===== src/rtl/cam_lane_pkg.sv =====
package cam_lane_pkg;
  // Bridge field decode; value positions matter to the software that programs them.
  typedef enum logic [1:0] {
    BRG_OFF      = 2'b00,
    BRG_LO_FIRST = 2'b01,
    BRG_HI_FIRST = 2'b10,
    BRG_RSVD     = 2'b11
  } bridge_e;

  // Window select value forced in embedded-sync mode.
  localparam logic [1:0] WIN_10BIT = 2'b01;
  localparam logic [1:0] WIN_8BIT  = 2'b10;
endpackage


===== src/rtl/cam_lane_shifter.sv =====
module cam_lane_shifter #(
  parameter int LANES = 12,
  parameter int STEP  = 2
) (
  input  logic [LANES-1:0] data_i,
  input  logic [1:0]       shift_sel_i,
  input  logic             embed_sync_i,
  input  logic             embed_wide_i,
  output logic [LANES-1:0] win_o
);
  import cam_lane_pkg::*;

  localparam int AMT_W = $clog2(LANES + 1);

  // Number of low lanes dropped for a given window select.
  function automatic logic [AMT_W-1:0] drop_count(input logic [1:0] sel);
    return AMT_W'(int'(sel) * STEP);
  endfunction

  logic [1:0] eff_sel;

  // embedded mode overrides the window select
  always_comb begin
    if (embed_sync_i) eff_sel = embed_wide_i ? WIN_10BIT : WIN_8BIT;
    else              eff_sel = shift_sel_i;
  end

  assign win_o = data_i >> drop_count(eff_sel);
endmodule


===== src/rtl/cam_mode_decode.sv =====
module cam_mode_decode (
  input  logic [1:0] bridge_sel_i,
  input  logic       embed_sync_i,
  output logic       pack_en_o,
  output logic       swap_o
);
  import cam_lane_pkg::*;

  bridge_e brg;
  assign brg = bridge_e'(bridge_sel_i);


  always_comb begin
    pack_en_o = 1'b0;
    swap_o    = 1'b0;
    if (!embed_sync_i) begin
      case (brg)
        BRG_LO_FIRST: pack_en_o = 1'b1;
        BRG_HI_FIRST: begin pack_en_o = 1'b1; swap_o = 1'b1; end
        default:      pack_en_o = 1'b0;
      endcase
    end
  end
endmodule


===== src/rtl/cam_byte_packer.sv =====
module cam_byte_packer #(
  parameter int LANES  = 12,
  parameter int BYTE_W = 8
) (
  input  logic               clk,
  input  logic               rst_n,
  input  logic               valid_i,
  input  logic [LANES-1:0]   win_i,
  input  logic               pack_en_i,
  input  logic               swap_i,
  input  logic               boundary_i,
  output logic               valid_o,
  output logic [2*BYTE_W-1:0] word_o,
  output logic               phase_o,
  output logic               pair_done_o
);
  localparam int OUT_W = 2 * BYTE_W;
  localparam int PAD_W = OUT_W - LANES;

  function automatic logic [OUT_W-1:0] zext(input logic [LANES-1:0] w);
    return {{PAD_W{1'b0}}, w};
  endfunction

  function automatic logic [OUT_W-1:0] join_pair(input logic [BYTE_W-1:0] first,
                                                 input logic [BYTE_W-1:0] second,
                                                 input logic swap);
    return swap ? {first, second} : {second, first};
  endfunction

  logic              phase_q;
  logic [BYTE_W-1:0] hold_q;
  logic              valid_q;
  logic [OUT_W-1:0]  word_q;
  logic [BYTE_W-1:0] cur_byte;
  logic              first_slot;

  assign cur_byte    = win_i[BYTE_W-1:0];
  assign first_slot  = boundary_i || !phase_q;
  assign pair_done_o = pack_en_i && valid_i && !first_slot;

  always_ff @(posedge clk) begin
    if (!rst_n) begin
      phase_q <= 1'b0;
      hold_q  <= '0;
      valid_q <= 1'b0;
      word_q  <= '0;
    end else begin
      valid_q <= 1'b0;
      if (!pack_en_i) begin
        phase_q <= 1'b0;
        if (valid_i) begin
          valid_q <= 1'b1;
          word_q  <= zext(win_i);
        end
      end else if (valid_i) begin
        if (first_slot) begin
          hold_q  <= cur_byte;
          phase_q <= 1'b1;
        end else begin
          phase_q <= 1'b0;
          valid_q <= 1'b1;
          word_q  <= join_pair(hold_q, cur_byte, swap_i);
        end
      end else if (boundary_i) begin
        phase_q <= 1'b0;
      end
    end
  end

  assign valid_o = valid_q;
  assign word_o  = word_q;
  assign phase_o = phase_q;


  pair_strobe_chk: assert property (@(posedge clk) disable iff (!rst_n)
    pair_done_o |=> valid_o);


  first_byte_quiet_chk: assert property (@(posedge clk) disable iff (!rst_n)
    (pack_en_i && valid_i && first_slot) |=> !valid_o);


  boundary_clear_chk: assert property (@(posedge clk) disable iff (!rst_n)
    (pack_en_i && boundary_i && !valid_i) |=> !phase_o);
endmodule


===== src/rtl/cam_lane_packer.sv =====
module cam_lane_packer #(
  parameter int LANES  = 12,
  parameter int STEP   = 2,
  parameter int BYTE_W = 8
) (
  input  logic                clk,
  input  logic                rst_n,
  input  logic                pix_valid_i,
  input  logic [LANES-1:0]    pix_data_i,
  input  logic [1:0]          shift_sel_i,
  input  logic [1:0]          bridge_sel_i,
  input  logic                embed_sync_i,
  input  logic                embed_wide_i,
  input  logic                boundary_i,
  output logic                out_valid_o,
  output logic [2*BYTE_W-1:0] out_data_o
);
  localparam int OUT_W = 2 * BYTE_W;

  logic [LANES-1:0] win;
  logic             pack_en;
  logic             swap;
  logic             phase;
  logic             pair_done;

  cam_lane_shifter #(.LANES(LANES), .STEP(STEP)) u_shift (
    .data_i       (pix_data_i),
    .shift_sel_i  (shift_sel_i),
    .embed_sync_i (embed_sync_i),
    .embed_wide_i (embed_wide_i),
    .win_o        (win)
  );

  cam_mode_decode u_mode (
    .bridge_sel_i (bridge_sel_i),
    .embed_sync_i (embed_sync_i),
    .pack_en_o    (pack_en),
    .swap_o       (swap)
  );

  cam_byte_packer #(.LANES(LANES), .BYTE_W(BYTE_W)) u_pack (
    .clk         (clk),
    .rst_n       (rst_n),
    .valid_i     (pix_valid_i),
    .win_i       (win),
    .pack_en_i   (pack_en),
    .swap_i      (swap),
    .boundary_i  (boundary_i),
    .valid_o     (out_valid_o),
    .word_o      (out_data_o),
    .phase_o     (phase),
    .pair_done_o (pair_done)
  );


  bypass_follow_chk: assert property (@(posedge clk) disable iff (!rst_n)
    (pix_valid_i && !pack_en) |=> out_valid_o);


  idle_quiet_chk: assert property (@(posedge clk) disable iff (!rst_n)
    !pix_valid_i |=> !out_valid_o);


  high_zero_chk: assert property (@(posedge clk) disable iff (!rst_n)
    (pix_valid_i && !pack_en) |=> (out_data_o[OUT_W-1:LANES] == '0));


  embed_no_pack_chk: assert property (@(posedge clk) disable iff (!rst_n)
    embed_sync_i |-> !pack_en);
endmodule


===== config.mk =====
export PLATFORM = sky130hd
export DESIGN_NAME = cam_lane_packer
export DESIGN_NICKNAME = d
export VERILOG_FILES = /design/src/rtl/cam_lane_pkg.sv /design/src/rtl/cam_lane_shifter.sv /design/src/rtl/cam_mode_decode.sv /design/src/rtl/cam_byte_packer.sv /design/src/rtl/cam_lane_packer.sv
export SDC_FILE = /design/constraint.sdc
export NUM_CORES = 1
export LEC_CHECK = 0
export ABC_AREA = 0
export BUFFER_PORTS_ARGS = -buffer_cell sky130_fd_sc_hd__buf_2
export CORE_MARGIN = 2
export CORE_UTILIZATION = 48
export DETAILED_ROUTE_END_ITERATION = 8
export MAX_ROUTING_LAYER = met4
export PLACE_DENSITY_LB_ADDON = 0.15
export SYNTH_ARGS = -nofsm -noshare
export SYNTH_HDL_FRONTEND = slang
export SYNTH_HIERARCHICAL = 1
export SYNTH_SLANG_ARGS = --single-unit

===== constraint.sdc =====
create_clock -name clk -period 1.21 [get_ports clk]
set_clock_uncertainty 0.05 [all_clocks]
set_input_delay 0.0605 -clock clk [delete_from_list [all_inputs] [get_ports clk]]
set_output_delay 0.0605 -clock clk [all_outputs]
set_load 0.02 [all_outputs]

# --- Word level (Yosys, flattened, before mapping) ---
# Index checks and enable logic that the tools add are counted.
totals:
  mem_count: 0
  mem_bits_ro: 0
  ff_bits: 26
  input_bits: 22
  latch_bits: 0
  out_inout_bits: 17
  wordCells: 33
  mem_bits_rw: 0
classes:
  n_lt_le_gt_ge: 0
  eq_ne: 3
  bitwise_logic: 0
  div_mod_pow: 0
  addsub: 0
  mul: 0
  muxes: 18
  shift: 1
  reduce_logical: 7
ops:
  columns: ["op", "n"]
  rows:
  - ["$mux W16", 5]
  - ["$shr A12 B3 Y12", 1]
  - ["$mux W1", 11]
  - ["$mux W2", 2]
  - ["$reduce_and A2 Y1", 2]
  - ["$reduce_and A3 Y1", 1]
  - ["$eq A2 B1 Y1 const B", 1]
  - ["$eq A2 B2 Y1 const B", 1]
  - ["$ne A2 B2 Y1 const B", 1]
  - ["$reduce_bool A2 Y1", 1]
  - ["$reduce_or A2 Y1", 1]
  - ["$logic_not A1 Y1", 1]
  - ["$logic_or A1 B1 Y1", 1]

# --- Depth between registers and ports, before layout ---
depth:
  ltp_word: 7
  depth_mapped: 8

# --- Modules after synthesis ---
# Netlist, hierarchy kept.
by_module_without_submodules:
  columns: ["module", "seq_area_each_um2", "area_per_inst_um2", "instances", "cells_each"]
  rows:
  - ["cam_byte_packer", 520.5, 1263.7, 1, 130]
  - ["cam_lane_shifter", 0.0, 424.2, 1, 53]
  - ["cam_mode_decode", 0.0, 26.3, 1, 4]

# --- Least setup slack after synthesis ---
# OpenSTA, ideal clock, no wires.
synth_timing:
  path_type: "input-to-reg"
  from: "in bridge_sel_i[0]"
  to: "reg u_pack.hold_q[0]"
  t_arrival_ps: 1135
  path_buffers: 1
  path_stages: 7
  setup_time_ps: 122
  slack_ps: -98
  path_cell_list: "inv_1 ha_1 nor2_1 buf_2 nand2_2 o21ai_0 a21oi_1"
synth_between:
  elab_chain_len: 5
  elab_cells_between_ends: 6
  cone_classes: "eq/ne: 2; mux: 2; reduce/logical: 2"
synth_rtl:
  columns: ["item", "line", "source"]
  rows:
  - ["from (decl)", "cam_lane_packer.sv:11", "input logic [1:0] bridge_sel_i,"]
  - ["$eq A2 B1 Y1 or $eq A2 B2 Y1 (tied branches)", "cam_mode_decode.sv:17", "case (brg)"]
  - ["$reduce_or A2 Y1 (no source line) (*)", null, null]
  - ["$mux W1 (*)", "cam_mode_decode.sv:17", null]
  - ["$mux W1 (*)", "cam_mode_decode.sv:16", "if (!embed_sync_i) begin"]
  - ["net pack_en", "cam_lane_packer.sv:21", "logic pack_en;"]
  - ["$reduce_and A3 Y1 (no source line) (*)", null, null]
  - ["to (signal assigned)", "cam_byte_packer.sv:57", "hold_q <= cur_byte;"]
  - ["to (decl)", "cam_byte_packer.sv:31", "logic [BYTE_W-1:0] hold_q;"]
# The timed path passes the listed nets; every way through them passes the cells marked *.
# A chain may end at the register's enable or synchronous reset.

# --- Worst setup path after layout ---
layout_timing:
  from: "reg u_pack.phase_q, in the netlist u_pack/phase_o"
  to: "reg u_pack.word_q[3], in the netlist u_pack/word_o[3]"
layout_between:
  elab_chain_len: 4
layout_rtl:
  columns: ["item", "line", "source"]
  rows:
  - ["from (decl)", "cam_byte_packer.sv:30", "logic phase_q;"]
  - ["from (signal assigned)", "cam_byte_packer.sv:43", "phase_q <= 1'b0;"]
  - ["from (signal assigned)", "cam_byte_packer.sv:50", "phase_q <= 1'b0;"]
  - ["from (signal assigned)", "cam_byte_packer.sv:58", "phase_q <= 1'b1;"]
  - ["$logic_not A1 Y1", "cam_byte_packer.sv:38", "assign first_slot = boundary_i || !phase_q;"]
  - ["$logic_or A1 B1 Y1", "cam_byte_packer.sv:38", null]
  - ["$ne A2 B2 Y1 (no source line)", null, null]
  - ["$reduce_and A2 Y1 (no source line)", null, null]
  - ["to (signal assigned)", "cam_byte_packer.sv:53", "word_q <= zext(win_i);"]
  - ["to (signal assigned)", "cam_byte_packer.sv:62", "word_q <= join_pair(hold_q, cur_byte, swap_i);"]
  - ["to (decl)", "cam_byte_packer.sv:33", "logic [OUT_W-1:0] word_q;"]
# Every way passes these cells.

==> results.md <==
* Status: finished clean
* Pins Over Slew Limit at 0
* Sw frac at 29.8%
* Worst R2R End: u_pack/word_o[3]
* R2R depth at 4
* CTS tree: yes
* Hold crit path type: in -> reg
* Initial DRT Pass Iterations at 4
* Initial DRC count at 92
* Final period utilization at 97.6%
* Die area at roughly 0.0041 mm²
* Nets at 274
* Place WS at -0.298 ns
* CTS root buffer: clkbuf_4
* Worst-Margin Slew at 0.414 ns
* Largest net degree at the start of global routing at 16
* Crit path largest cell delay at around 0.36 ns
* Crit path from: u_pack/phase_o
* Vias after detailed routing at around 1,700
* CP Max Fanout at 5
* Synth warnings at 6
* Setup crit end kind: flip-flop
* Antenna Cells at 0
* Fillers at 296
* Tmin final at 1.18 ns
* Die W at 63.7 µm
* Fin worst setup slack at 0.0286 ns
* Clk_lat worst skew at about 0.33 ns
* Site row count at 21
* Total power at 2.22 mW
* Max-cap violations at 0
* Layout area overhead at 29.5%
* WS Path Type: reg -> reg
* Combinational share of power at 30.5%
* Rel. slew slack at 72.4%
* Avg Synthesized Cell Area at between 9 and 10 µm²
* Fin Setup TNS at 0 ns
* Max Fclk at approximately 0.85 GHz
* Vias in the first global route at 1,790
* Cell Int Power at 1.56 mW
* Post-route insts no fill at 296
* R2R setup slack at 0.03 ns
* Hold Path End: u_pack/word_o[7]
* Unrepaired setup endpoints after global routing: true
* Clock power frac at a little over a quarter
* Peak supply drop at around 0.78 mV
* I/O pin count at 39
* Clock Sinks at 26
* Buffers added on ports at 38
* CTS H-tree lvls at 1
* First-pass GRT wire length at roughly 8000 µm
* Hold slack at 0.0542 ns
* DRT antenna net count at 0
* Drt drc at 0
* Leakage at slightly below 1 nW
* Total grt overflow at 0
* Detail-routed via count per cell at 5.74
* TritonCTS buffer count at 3
* Hold Buf Count CTS at 0
* Max clock buf depth at 2
* Post-DP HPWL at 3550 µm
* R2r startpoint: u_pack/phase_o
* Total Wirelength at 4660 µm
* Reg clk slew, reported paths at ~0.15 ns
* Mapped Cells at between 150 and 200
* Layout cells sized above 1 at 40.4%
* PD cells at 1000 mW/mm²
* Crit path launch type: flip-flop
* Net Switching at 660 µW
* Syn_nets at 209
* Initial antenna violation count at 0
* Final Hold Fails at 0
* Hold path start: rst_n
* CP arrival at roughly 1.4 ns
* Req. time, crit path at about 1.4 ns
* Sequential Power Share at 42.4%
* Dpl cells at 287
* Worst-path cell chain: nor2b_4, buf_4, o311ai_1, a21oi_1
* Starting density of the core at 50.5%
* All-Layer GR Usage at 25.2%
* Crit path max-delay cell type: dfxtp_2
* WHS Path Cells at 3
* Placeable Area at 0.00339 mm²
* WL/cell at 15.8 µm
* Syn Std Cell Area at about 0.0017 mm²
* Final setup violation count at 0
* Gpl congestion at 0.838
* Die height at 63.7 µm
[worst max-delay path: cells and delay by family (launching register included)]
family	cells	cell delay, ns
compound gates	2	0.38
buf+inv	1	0.14
flops	1	0.36
simple gates	1	0.15
[final cells by class]
cell class	instances	area [µm²]	area share [%]
Clock buffer	3	22.5	1.02
Tap cell	46	57.6	2.60
Inverter	4	15.0	0.678
Sequential cell	26	522	23.6
Multi-Input combinational cell	142	1080	48.8
Clock inverter	1	30.0	1.36
Timing Repair Buffer	74	488	22.0
[metrics by stage]
stage	area [µm²]	utilization (%)
5_1_grt	2210	65.3
3_5_place_dp	2110	62.3
6_report	2210	65.3
3_3_place_gp	2110	62.3
2_1_floorplan	1730	-
4_1_cts	2200	65.0
[what timing repair did]
action                     in CTS  in global routing
gates resized for setup         2                  7
gates cloned                    1                  0
setup endpoints to repair      16                  9
buffers inserted                5                  0
pin swaps                       1                  0
[layout by cell type, fill, tap and decap left out, drive strengths merged]
master and count:
mux2 7, bufinv 1, nor3b 1, and2 1, o21ai 10, o22ai 6
o211a 1, dfxtp 26, or2 10, nand3 11, nor3 1, o2bb2ai 4
a22o 4, a21boi 1, mux2i 27, a21oi 25, o311ai 8, a221oi 1
nor2b 4, o221ai 2, xnor2 1, clkinv 1, ha 1, nand2b 3
inv 3, clkbuf 4, nand2 4, nand4b 1, buf 73, nor2 8
[metal layers]
layer | share of wire, % | vias to the layer above | routed length, µm | GRT usage [%]
li1 | - | 826 | - | -
met1 | 43 | 813 | 2010 | 28.1
met2 | 51 | 53 | 2380 | 44.5
met3 | 3.6 | 8 | 168 | 3.39
met4 | 2.2 | 0 | 104 | 11.4
met5 | 0 | - | 0 | -
[state kept, by name (all words and copies together), names as in the netlist]
signal / cells
u_pack/hold_q: 8
u_pack/phase_o: 1
u_pack/valid_o: 1
u_pack/word_o: 16
[power by group through the flow]
stage                     Sequential [mW]  Clock [mW]  Combinational [mW]
after CTS                           0.938       0.611               0.663
after global routing                0.948       0.640               0.730
final                               0.940       0.602               0.675
after floorplan                     0.995           0               0.364
after global placement              0.952           0               0.634
after detailed placement            0.957           0               0.653
[worst max-delay path by stage]
| stage | endpoint | slack (ns) | cells after the start |
|---|---|---|---|
| 3_3_place_gp | u_pack/word_o[11] | -0.26 | 7 |
| 5_1_grt | u_pack/word_o[12] | -0.0002 | 4 |
| 4_1_cts | u_pack/word_o[7] | 0.01 | 4 |
| 3_5_place_dp | u_pack/word_o[10] | -0.30 | 7 |
| 2_1_floorplan | u_pack/word_o[10] | -0.04 | 8 |
| 6_report | u_pack/word_o[3] | 0.03 | 4 |
(Power assumes the default switching activity.)
